[config.mk]
export PLATFORM = sky130hd
export DESIGN_NAME = mdio_master
export DESIGN_NICKNAME = d
export VERILOG_FILES = /design/src/rtl/mdio_pkg.sv /design/src/rtl/mdio_mdc_timer.sv /design/src/rtl/mdio_tx_shifter.sv /design/src/rtl/mdio_rx_shifter.sv /design/src/rtl/mdio_master.sv
export SDC_FILE = /design/constraint.sdc
export NUM_CORES = 1
export LEC_CHECK = 0
export ABC_AREA = 0
export BUFFER_PORTS_ARGS = -buffer_cell sky130_fd_sc_hd__buf_2
export CORE_MARGIN = 3
export CORE_UTILIZATION = 53
export DETAILED_ROUTE_END_ITERATION = 8
export HOLD_SLACK_MARGIN = 0.02
export PLACE_DENSITY_LB_ADDON = 0.3
export SLEW_MARGIN = 20
export SYNTH_ARGS = -nofsm -noshare
export SYNTH_HDL_FRONTEND = slang
export SYNTH_SLANG_ARGS = --single-unit
[constraint.sdc]
create_clock -name clk -period 2.1 [get_ports clk]
set_input_delay 0.105 -clock clk [delete_from_list [all_inputs] [get_ports clk]]
set_output_delay 0.105 -clock clk [all_outputs]
set_load 0.005 [all_outputs]
[src/rtl/mdio_pkg.sv]
package mdio_pkg;

    localparam int PRE_BITS   = 32;
    localparam int HDR_BITS   = 16;
    localparam int DAT_BITS   = 16;
    localparam int FRAME_BITS = PRE_BITS + HDR_BITS + DAT_BITS;
    localparam int SHIFT_BITS = HDR_BITS + DAT_BITS;

    typedef enum logic [1:0] {
        OP_WRITE = 2'b01,
        OP_READ  = 2'b10
    } mdio_op_e;

    typedef enum logic [1:0] {
        ST_IDLE,
        ST_PRE,
        ST_HDR,
        ST_DATA
    } mdio_state_e;

    typedef struct packed {
        logic        is_read;
        logic [4:0]  phy;
        logic [4:0]  regn;
        logic [15:0] wdata;
    } mdio_req_t;

    function automatic logic [HDR_BITS-1:0] mdio_header(input mdio_req_t r);
        mdio_op_e op;
        op = r.is_read ? OP_READ : OP_WRITE;
        return {2'b01, op, r.phy, r.regn, 2'b10};
    endfunction

    function automatic logic [SHIFT_BITS-1:0] mdio_payload(input mdio_req_t r);
        return {mdio_header(r), (r.is_read ? {DAT_BITS{1'b0}} : r.wdata)};
    endfunction

endpackage

[src/rtl/mdio_mdc_timer.sv]
module mdio_mdc_timer #(
    parameter int HALF = 10
) (
    input  logic clk,
    input  logic rst,
    input  logic run,
    output logic mdc,
    output logic slot_end
);
    localparam int CW = (HALF < 2) ? 1 : $clog2(HALF);

    logic [CW-1:0] cnt;
    logic          last;

    assign last     = (cnt == CW'(HALF - 1));
    assign slot_end = run && last && mdc;

    always_ff @(posedge clk) begin
        if (rst || !run) begin
            cnt <= '0;
            mdc <= 1'b0;
        end else if (last) begin
            cnt <= '0;
            mdc <= ~mdc;
        end else begin
            cnt <= cnt + 1'b1;
        end
    end
endmodule

[src/rtl/mdio_tx_shifter.sv]
module mdio_tx_shifter #(
    parameter int W = 32
) (
    input  logic         clk,
    input  logic         rst,
    input  logic         load,
    input  logic [W-1:0] load_val,
    input  logic         shift,
    output logic         msb
);
    logic [W-1:0] sh;

    assign msb = sh[W-1];

    always_ff @(posedge clk) begin
        if (rst) begin
            sh <= '0;
        end else if (load) begin
            sh <= load_val;
        end else if (shift) begin
            sh <= {sh[W-2:0], 1'b0};
        end
    end
endmodule

[src/rtl/mdio_rx_shifter.sv]
module mdio_rx_shifter #(
    parameter int W = 16
) (
    input  logic         clk,
    input  logic         rst,
    input  logic         shift,
    input  logic         commit,
    input  logic         din,
    output logic [W-1:0] word
);
    logic [W-1:0] sh;

    always_ff @(posedge clk) begin
        if (rst) begin
            sh   <= '0;
            word <= '0;
        end else begin
            if (shift) sh <= {sh[W-2:0], din};
            if (commit) word <= {sh[W-2:0], din};
        end
    end
endmodule

[src/rtl/mdio_master.sv]
module mdio_master
    import mdio_pkg::*;
#(
    parameter int MDC_HALF = 10
) (
    input  logic        clk,
    input  logic        rst,
    input  logic        start,
    input  logic        is_read,
    input  logic [4:0]  phy_addr,
    input  logic [4:0]  reg_addr,
    input  logic [15:0] wdata,
    input  logic        mdio_i,
    output logic        busy,
    output logic        done,
    output logic [15:0] rdata,
    output logic        mdc,
    output logic        mdio_o,
    output logic        mdio_oe
);
    localparam int IDXW = $clog2(FRAME_BITS);

    mdio_state_e     state;
    logic [IDXW-1:0] bit_idx;
    logic [IDXW-1:0] nxt_idx;
    logic            rd_q;
    logic            slot_end;
    logic            accept;
    logic            last_slot;
    logic            tx_msb;
    logic            tx_shift;
    logic            rx_shift;
    logic            rx_commit;
    mdio_req_t       req_in;

    assign busy      = (state != ST_IDLE);
    assign accept    = start && !busy;
    assign nxt_idx   = bit_idx + 1'b1;
    assign last_slot = slot_end && (bit_idx == IDXW'(FRAME_BITS - 1));
    assign tx_shift  = slot_end && !last_slot && (nxt_idx >= IDXW'(PRE_BITS));
    assign rx_shift  = slot_end && rd_q && (state == ST_DATA);
    assign rx_commit = last_slot && rd_q;

    always_comb begin
        req_in.is_read = is_read;
        req_in.phy     = phy_addr;
        req_in.regn    = reg_addr;
        req_in.wdata   = wdata;
    end

    mdio_mdc_timer #(.HALF(MDC_HALF)) u_timer (
        .clk      (clk),
        .rst      (rst),
        .run      (busy),
        .mdc      (mdc),
        .slot_end (slot_end)
    );

    mdio_tx_shifter #(.W(SHIFT_BITS)) u_tx (
        .clk      (clk),
        .rst      (rst),
        .load     (accept),
        .load_val (mdio_payload(req_in)),
        .shift    (tx_shift),
        .msb      (tx_msb)
    );

    mdio_rx_shifter #(.W(DAT_BITS)) u_rx (
        .clk    (clk),
        .rst    (rst),
        .shift  (rx_shift),
        .commit (rx_commit),
        .din    (mdio_i),
        .word   (rdata)
    );

    always_ff @(posedge clk) begin
        if (rst) begin
            state   <= ST_IDLE;
            bit_idx <= '0;
            rd_q    <= 1'b0;
            done    <= 1'b0;
            mdio_o  <= 1'b1;
            mdio_oe <= 1'b0;
        end else begin
            done <= 1'b0;
            if (accept) begin
                state   <= ST_PRE;
                bit_idx <= '0;
                rd_q    <= is_read;
                mdio_o  <= 1'b1;
                mdio_oe <= 1'b1;
            end else if (last_slot) begin
                state   <= ST_IDLE;
                done    <= 1'b1;
                mdio_o  <= 1'b1;
                mdio_oe <= 1'b0;
            end else if (slot_end) begin
                bit_idx <= nxt_idx;
                mdio_o  <= (nxt_idx < IDXW'(PRE_BITS)) ? 1'b1 : tx_msb;
                if (nxt_idx == IDXW'(PRE_BITS)) begin
                    state <= ST_HDR;
                end
                if (nxt_idx == IDXW'(PRE_BITS + HDR_BITS)) begin
                    state   <= ST_DATA;
                    mdio_oe <= !rd_q;
                end
            end
        end
    end
endmodule

# [Word-level counts from Yosys, hierarchy flattened]
# Cells that the tools add are included.
[classes] addsub=2 n_lt_le_gt_ge=2 eq_ne=5 n_mux=15 bitwise=2 n_reduce_logical=26
[ops] operator="31-bit 2-to-1 mux" n=2
[ops] operator="6-bit == test, second input constant" n=3
[ops] operator="16-bit 2-to-1 mux" n=1
[ops] operator="1-bit logical AND" n=9
[ops] operator="1-bit 2-to-1 mux" n=9
[ops] operator="2-bit AND reduction" n=4
[ops] operator="6-bit by 1-bit adder with 6-bit output, second input constant" n=1
[ops] operator="6-bit greater-or-equal comparator, second input constant" n=1
[ops] operator="6-bit less-than comparator, second input constant" n=1
[ops] operator="2-bit 2-to-1 mux" n=3
[ops] operator="2-bit nonzero test" n=3
[ops] operator="3-bit nonzero test" n=2
[ops] operator="4-bit by 1-bit adder with 4-bit output, second input constant" n=1
[ops] operator="4-bit == test, second input constant" n=1
[ops] operator="4-bit nonzero test" n=1
[ops] operator="2-bit OR reduction" n=2
[ops] operator="1-bit logical NOT" n=3
[ops] operator="3-bit OR reduction" n=1
[ops] operator="2-bit == test, second input constant" n=1
[ops] operator="1-bit NOT" n=2
[ops] operator="1-bit logical OR" n=1
[word_totals] register_bits=80 inputBits=31 output_inout_bits=21 wordCells=65

# [Depth between registers and ports, before layout]
# Gate-level depths: netlist (run 1).
[depth] word_depth=9 depth_mapped=9 mapped_depth_nobuf=7

# [By module]
# Synthesis (run 1) repeated with hierarchy kept, for this count alone.
[unflattened] hier_cells=358 area_unflattened_um2=3769.9
[modules_own_cells] module="mdio_tx_shifter" n_inst=1 cells_each=142 area_each_um2=1661.6 seq_area_each_um2=640.6
[modules_own_cells] module="mdio_rx_shifter" n_inst=1 cells_each=100 area_each_um2=1122.3 seq_area_each_um2=620.6
[modules_own_cells] module="mdio_master" n_inst=1 cells_each=95 area_each_um2=763.2 seq_area_each_um2=240.2
[modules_own_cells] module="mdio_mdc_timer" n_inst=1 cells_each=21 area_each_um2=222.7 seq_area_each_um2=100.1

# [Worst setup path after synthesis (run 1)]
# OpenSTA, ideal clock, no wires.
[synth_path] path_type="reg-to-reg" start="reg bit_idx[0]" end="reg u_tx.sh[11]" setup_time_ns=0.103 arrival_ns=1.725 required_ns=1.997 setup_slack_ns=0.272 path_stages_with_launch=9 n_path_buf=2 period_less_slack_ns=1.828 cell_sequence="dfxtp_1 > ha_1 > nand4_2 > o211ai_4 > a21o_1 > buf_6 > buf_6 > nor2_1 > a2111oi_2"
[synth_via] elab_chain_cells=6 word_cells_on_any_way=8 classes_between="1 x add/sub; 1 x order compare; 1 x eq/ne; 5 x reduce/logical"
[synth_lines] item="start, declared" line="mdio_master.sv:24" rtl="logic [IDXW-1:0] bit_idx;"
[synth_lines] item="start signal, assigned" line="mdio_master.sv:99" rtl="bit_idx <= nxt_idx;"
[synth_lines] item="branches (longest 4 deep; another with 6-bit by 1-bit adder with 6-bit output)"
[synth_lines] item="1-bit logical AND (*)" line="mdio_master.sv:40" rtl="assign tx_shift = slot_end && !last_slot && (nxt_idx >= IDXW'(PRE_BITS));"
[synth_lines] item="2-bit nonzero test (no line) (*)"
[synth_lines] item="end signal, assigned" line="mdio_tx_shifter.sv:19" rtl="sh <= load_val;"
[synth_lines] item="end signal, assigned" line="mdio_tx_shifter.sv:21" rtl="sh <= {sh[W-2:0], 1'b0};"
[synth_lines] item="end, declared" line="mdio_tx_shifter.sv:11" rtl="logic [W-1:0] sh;"
# Mark *: on every way between the ends.
# A chain may end at the register's enable or synchronous reset.

# [Final worst setup path (run 1)]
# Ends and elaborated chain as after synthesis.

==> results of run 1 <==
==> cells in the mapped netlist, types with 2 or more instances <==
cell type,n,area [um^2]
sky130_fd_sc_hd__dfxtp_1,80,1600
sky130_fd_sc_hd__nand3b_1,2,15.0
sky130_fd_sc_hd__mux2i_1,22,220
sky130_fd_sc_hd__clkbuf_1,16,60.1
sky130_fd_sc_hd__a31oi_1,2,12.5
sky130_fd_sc_hd__xor2_1,2,17.5
sky130_fd_sc_hd__nand2_1,25,93.8
sky130_fd_sc_hd__nor2_1,95,357
sky130_fd_sc_hd__or3_1,3,18.8
sky130_fd_sc_hd__buf_6,7,78.8
sky130_fd_sc_hd__nor4_1,3,18.8
sky130_fd_sc_hd__buf_2,4,20.0
sky130_fd_sc_hd__nand3_1,19,95.1
sky130_fd_sc_hd__a2111oi_2,26,390
sky130_fd_sc_hd__xnor2_1,5,43.8
sky130_fd_sc_hd__ha_1,3,37.5
sky130_fd_sc_hd__inv_1,6,22.5
sky130_fd_sc_hd__nand2b_1,3,18.8
sky130_fd_sc_hd__a21oi_1,37,185
sky130_fd_sc_hd__o21ai_0,3,15.0
==> layer usage <==
metal,wire length [um],track usage (%)
met2,3290,30.7
met1,3190,25.5
met4,29,7.65
met5,0,0
met3,262,3.71
==> flip-flops by register name (all words and copies together), names as in the netlist <==
name,flops
mdio_o,1
state,2
bit_idx,6
u_tx.sh,32
u_rx.sh,15
mdio_oe,1
done,1
u_timer.mdc,1
rd_q,1
u_rx.word,16
u_timer.cnt,4
==> cell type report <==
cell class                 instances  area, um^2  share of cell area (%)
multi-input combinational        265        1690                    42.0
timing repair buffer              65         390                    9.72
clock buffer                       9         124                    3.09
sequential                        80        1600                    39.9
tap                               75        93.8                    2.34
clock inverter                     7        95.1                    2.37
inverter                           6        22.5                   0.561
==> critical path, cell delays in order (launching register included) <==
cell                        delay (ns)
sky130_fd_sc_hd__dfxtp_1          0.39
sky130_fd_sc_hd__ha_2             0.23
sky130_fd_sc_hd__nand4_2          0.17
sky130_fd_sc_hd__o211ai_4         0.21
sky130_fd_sc_hd__a21o_4           0.16
sky130_fd_sc_hd__buf_12           0.20
sky130_fd_sc_hd__nor2_1           0.08
sky130_fd_sc_hd__a2111oi_2        0.33
==> logic make-up (layout without fill, tap and decap cells) <==
logic type	Yosys count	count (layout)	share of synthesized area (%)
DFF	80	80	46.3
adders and majority gates	3	3	1.09
xor gates and xnor gates	7	7	1.77
muxes	22	22	6.37
buffers and inverters	34	87	5.36
AOI/OAI and AO/OA	75	75	19.4
and+or+nand+nor	158	158	19.6
==> timing repair <==
item                                    in CTS  in global routing
resized for setup                            0                  3
setup buffers                                0                  0
hold buffers                                 2                  0
endpoints found under the hold margin        2                  0
endpoints found under the setup margin       0                 25
==> power breakdown <==
part	leakage [nW]	switching, mW	internal, mW
registers	0.652	0.0289	1.57
logic	0.824	0.141	0.111
clock network	0.110	0.565	0.671
==> worst paths after layout <==
| check | startpoint | end | slack, ns |
|---|---|---|---|
| setup / recovery | bit_idx[0] | u_tx.sh[11] | 0.20 |
| hold / removal | is_read | rd_q | 0.07 |
| setup reg to reg | bit_idx[0] | u_tx.sh[11] | 0.20 |
| hold reg to reg | u_rx.word[3] | u_rx.word[3] | 0.45 |
==> through the flow <==
step           instance area, um^2  power, mW  hold WS (ns)  utilization (%)  worst slack (ns)
2_1_floorplan                 3460       1.81         0.252                -             0.272
3_3_place_gp                  3760       1.88         0.359             61.4             0.223
3_5_place_dp                  3760       1.89         0.371             61.4             0.164
4_1_cts                       4000       3.12        0.0578             65.3             0.133
5_1_grt                       4020       3.21        0.0827             65.5            0.0449
6_report                      4020       3.09        0.0651             65.5             0.198
==> results.txt, run 1 <==
----------------------------------------------------
[Run status]
  Result of the run ... finished, final reports clean

[Clocking]
  Clk Latency, worst-skew pair ... roughly 0.34 ns
  Clock tree from TritonCTS ... yes
  Htree depth ... 3
  CTS Buffer Depth ... 2
  Count of clock tree sinks ... 80
  Library cell used as clock root buffer ... sky130_fd_sc_hd__clkbuf_8
  Clock transition at the registers of the reported paths ... approximately 0.080 ns
  Number of buffers created by CTS ... 9

[Worst setup path]
  CP startpoint kind ... register
  Depth of the worst register-to-register path ... 7
  Crit end category ... register
  Category of the critical setup timing path ... reg -> reg
  Worst path required time ... about 2.3 ns
  Arrival @ worst endpoint ... around 2.1 ns
  Largest fanout of any net on the critical path ... 31

[Power and ir drop]
  Power Density ... between 700 and 800 mW/mm^2
  Leakage power figure ... 1.59 nW
  IR drop worst, VDD ... 522 uV

[STA]
  RSZ-0062 raised after global routing ... no
  Remaining max-slew budget at the tightest pin ... between 60% and 70%
  Hold violation total from the final report ... 0
  Peak Freq ... approximately 0.53 GHz
  Min cycle time layout ... approximately 1.9 ns
  Post-route clock skew ... ~0.009 ns
  Setup_tns ... 0 ns
  Slew at the pin closest to its max-slew limit ... about 0.47 ns
  Number of max-slew violations in the final report ... 0
  Share of the clock period used by the worst path ... between 90% and 100%
  # setup viols final ... 0

[Placed design]
  Port-buffer cells ... 51
  Placed instance count ... between 400 and 500
  Routability congestion estimate from global placement ... between 0.9 and 1
  HPWL after detailed placement ... around 4.6 mm

[Yosys]
  Total nets after synthesis ... 413
  Seq/Total Area, Yosys ... about 46%
  Async set-or-reset flop fraction in the synthesized netlist ... 0%
  Number of warnings issued by yosys ... 0
  Most used DFF post-synth ... sky130_fd_sc_hd__dfxtp_1
  Syn avg cell area ... roughly 9.1 um^2
  Cell count after synthesis ... 379
  Netlist area before placement ... roughly 0.0035 mm^2
  Synth Register Bits ... 80
  Count of cell types in the netlist ... 36
  Number of synthesized flops with an enable pin ... 0

[Drt]
  Count of unresolved DRC violations after routing ... 0
  Overall via count from detail_route ... ~2800
  Routed length per instance ... between 10 and 15 um
  First drt pass iteration count ... 4
  Antenna violation net count after detailed routing ... 0
  Number of vias per cell ... 5.46
  Drt total wl ... roughly 6.8 mm
  Initial detailed-routing violation count ... approximately 110

[Floorplan]
  Total Die Area ... about 0.0075 mm^2
  Standard-cell row count ... 28
  Effective utilization at floorplan ... between 50 and 60%
  Core Footprint ... 0.00613 mm^2
  Die Width ... between 80 and 90 um
  Die Span Y ... around 87 um
  Top-level port count ... 52

[GRT]
  Global-route wire length before repair ... 11.7 mm
  Via count of the first global-routing pass ... 2594
  Aggregate global routing overflow ... 0
  Overall track demand over capacity in global routing ... around a fifth
  Largest net degree at the start of global routing ... 34
  Initial antenna violation count ... 0

[Cells and area]
  Area Overhead vs Synth ... 16.2%
  Layout net count ... between 400 and 500
  Layout Cells excl Fill ... ~510
  Most common library cell in the layout ignoring fill and taps ... sky130_fd_sc_hd__nor2_1
  Filler cells ... 504
  Number of antenna diodes ... 0
  Fraction of layout cells with a size suffix above 1 ... about 26%
  Commonest non-fill, non-tap cells in the layout ... sky130_fd_sc_hd__nor2_1 (95), sky130_fd_sc_hd__dfxtp_1 (80), sky130_fd_sc_hd__buf_2 (51), sky130_fd_sc_hd__a21oi_1 (37), sky130_fd_sc_hd__a2111oi_2 (26)

[Min path]
  Worst Hold Class ... in -> reg
  Instance count along the most critical hold path ... 3

[Run]
  Max Cap Viol ... 0

----------------------------------------------------
Power figures use the tool's default switching activity.
==> inputs of run 2 (changes only) <==
Settings changed: CTS_CLUSTER_DIAMETER from default to 200, HOLD_SLACK_MARGIN 0.02 to 0.08.
==> results.txt, run 2 (synthesized netlist as in run 1, its figures left out) <==
----------------------------------------------------
[Worst setup path]
  Category of the critical setup timing path ... reg -> reg (unchanged)
  Crit end category ... register (unchanged)
  Worst path required time ... 2.33 ns (about the same)
  Slowest CP cell ... sky130_fd_sc_hd__dfxtp_1 (unchanged)
  Largest fanout of any net on the critical path ... 31 (unchanged)
  CP startpoint kind ... register (unchanged)
  CP peak stage delay ... 0.39 ns (about the same)
  Launching element of the worst setup path ... bit_idx[0] (unchanged)
  Ordered list of cells on the worst path ... ha_2 -> nand4_2 -> o211ai_4 -> a21o_4 -> buf_12 -> nor2_1 -> a2111oi_2 (unchanged)
  Arrival @ worst endpoint ... 2.13 ns (about the same)
  Worst r2r src ... bit_idx[0] (unchanged)

[Power and ir drop]
  Relative contribution of combinational cells to total power ... 8.5% (was 8.2%)
  Leakage power figure ... 1.61 nW (was 1.59 nW)
  Power Density ... 758 mW/mm^2 (was 769 mW/mm^2)
  Net switching component of the power ... 0.734 mW (was 0.735 mW)
  Power share of the sequential group ... 51.7% (was 51.8%)
  Sw Ratio ... 23.7% (was 23.8%)
  Overall power ... 3.10 mW (was 3.09 mW)
  Internal power ... 2.36 mW (was 2.35 mW)
  Clock group share of total power ... 39.9% (was 40.0%)
  IR drop worst, VDD ... 522 uV (about the same)

[Placed design]
  HPWL after detailed placement ... 4.56 mm (unchanged)
  Placed inst area ... 0.00376 mm^2 (unchanged)
  Port-buffer cells ... 51 (unchanged)
  Routability congestion estimate from global placement ... 0.902 (unchanged)

[Clocking]
  Clk Latency, worst-skew pair ... 0.34 ns (about the same)
  CTS Buffer Depth ... 2 (unchanged)
  Count of clock tree sinks ... 80 (unchanged)
  Clock transition at the registers of the reported paths ... 0.08 ns (about the same)
  Clock tree from TritonCTS ... yes (unchanged)
  Number of buffers created by CTS ... 9 (unchanged)
  Htree depth ... 3 (unchanged)
  Post CTS Setup Buffer Count ... 0 (unchanged)
  Library cell used as clock root buffer ... sky130_fd_sc_hd__clkbuf_8 (unchanged)

[STA]
  Number of max-slew violations in the final report ... 0 (unchanged)
  Post-route clock skew ... 0.00859 ns (was 0.00903 ns)
  RSZ-0062 raised after global routing ... no (unchanged)
  Slew at the pin closest to its max-slew limit ... 0.467 ns (was 0.468 ns)
  Remaining max-slew budget at the tightest pin ... 68.9% (was 68.8%)
  # setup viols final ... 0 (unchanged)
  Share of the clock period used by the worst path ... 90.2% (was 90.6%)
  Hold violation total from the final report ... 0 (unchanged)
  Setup_tns ... 0 ns (unchanged)
  Peak Freq ... 0.528 GHz (was 0.526 GHz)
  Min cycle time layout ... 1.89 ns (was 1.90 ns)

[Cells and area]
  Number of antenna diodes ... 0 (unchanged)
  Final Cell Area ... 0.00409 mm^2 (was 0.00402 mm^2)
  Largest registers ... u_tx.sh: 32 flops, u_rx.word: 16 flops, u_rx.sh: 15 flops (unchanged)
  Fraction of layout cells with a size suffix above 1 ... 25.3% (was 25.7%)
  Commonest non-fill, non-tap cells in the layout ... sky130_fd_sc_hd__nor2_1 (95), sky130_fd_sc_hd__dfxtp_1 (80), sky130_fd_sc_hd__buf_2 (51), sky130_fd_sc_hd__a21oi_1 (37), sky130_fd_sc_hd__a2111oi_2 (26) (unchanged)
  Most common library cell in the layout ignoring fill and taps ... sky130_fd_sc_hd__nor2_1 (unchanged)
  Area Overhead vs Synth ... 18.2% (was 16.2%)
  Register bank with the most flops ... u_tx.sh (unchanged)
  Layout net count ... 468 (was 461)
  Max FFs per register ... 32 (unchanged)

[Drt]
  Number of vias per cell ... 5.43 (was 5.46)
  Drt total wl ... 6.77 mm (about the same)
  Initial detailed-routing violation count ... 103 (was 106)
  Routed length per instance ... 13.2 um (was 13.4 um)
  Overall via count from detail_route ... 2793 (was 2769)
  First drt pass iteration count ... 4 (unchanged)
  Antenna violation net count after detailed routing ... 0 (unchanged)
  Count of unresolved DRC violations after routing ... 0 (unchanged)

[GRT]
  Aggregate global routing overflow ... 0 (unchanged)
  Via count of the first global-routing pass ... 2594 (unchanged)
  Initial antenna violation count ... 0 (unchanged)
  Global-route wire length before repair ... 11.7 mm (unchanged)
  Largest net degree at the start of global routing ... 34 (unchanged)
  Overall track demand over capacity in global routing ... 19.2% (about the same)

[Floorplan]
  Die Span Y ... 86.8 um (unchanged)
  Die Width ... 86.8 um (unchanged)
  Standard-cell row count ... 28 (unchanged)
  Total Die Area ... 0.00753 mm^2 (unchanged)
  Core Footprint ... 0.00613 mm^2 (unchanged)
  Top-level port count ... 52 (unchanged)
  Effective utilization at floorplan ... 56.4% (unchanged)

[Run status]
  Result of the run ... finished, final reports clean (unchanged)

[Min path]
  Worst Hold Class ... in -> reg (unchanged)
  Worst hold path startpoint ... phy_addr[2] (was is_read)

[Run]
  Max Cap Viol ... 0 (unchanged)

----------------------------------------------------
## run 2: layout make-up
class | instances | area (um^2)
tap | 75 | 93.8
clock buffer | 9 | 124
sequential | 80 | 1600
multi-input combinational | 265 | 1690
timing repair buffer | 72 | 460
fill | 497 | 2050
clock inverter | 7 | 95.1
inverter | 6 | 22.5
## run 2: critical path, delay by kind of cell, from the launching register on
| kind | cells | cell delay, ns |
|---|---|---|
| AO/OA/AOI/OAI | 3 | 0.70 |
| flip-flops | 1 | 0.39 |
| AND/OR/NAND/NOR | 2 | 0.25 |
| adder cells (fa/ha/maj) | 1 | 0.23 |
| buffers and inverters | 1 | 0.21 |
## run 2: power by group through the flow
stage / Clock (mW) / Combinational [mW] / Sequential [mW]
6_report: 1.23 / 0.262 / 1.60
5_1_grt: 1.32 / 0.293 / 1.61
4_1_cts: 1.26 / 0.265 / 1.60
3_5_place_dp: 0 / 0.251 / 1.63
3_3_place_gp: 0 / 0.245 / 1.63
2_1_floorplan: 0 / 0.182 / 1.63
## run 2: metrics by stage
stage	cells	hold WS [ns]	utilization [%]	worst slack, ns
floorplan	379	0.252	-	0.272
global placement	489	0.359	61.4	0.223
detailed placement	489	0.371	61.4	0.164
CTS	514	0.0814	66.4	0.133
global route	514	0.109	66.6	0.0449
finish	514	0.0999	66.6	0.206
## run 2: routing by layer
metal	track usage (%)	vias to the layer above	share of wire (%)
met5	0	-	0
met4	7.65	0	0.68
met3	3.52	5	3.4
met2	30.7	44	49
met1	25.6	1306	47
li1	-	1438	-
## run 2: worst paths after layout
check,end,slack [ns],depth (start not counted)
max,u_tx.sh[11],0.21,7
min,u_tx.sh[25],0.1,3
min reg2reg,u_rx.word[5],0.45,2
max reg2reg,u_tx.sh[11],0.21,7
## run 2: repair_timing
item                                    4_1_cts  5_1_grt
resized for setup                             0        3
endpoints found under the hold margin        11        0
endpoints found under the setup margin        0       25
hold buffers                                  9        0
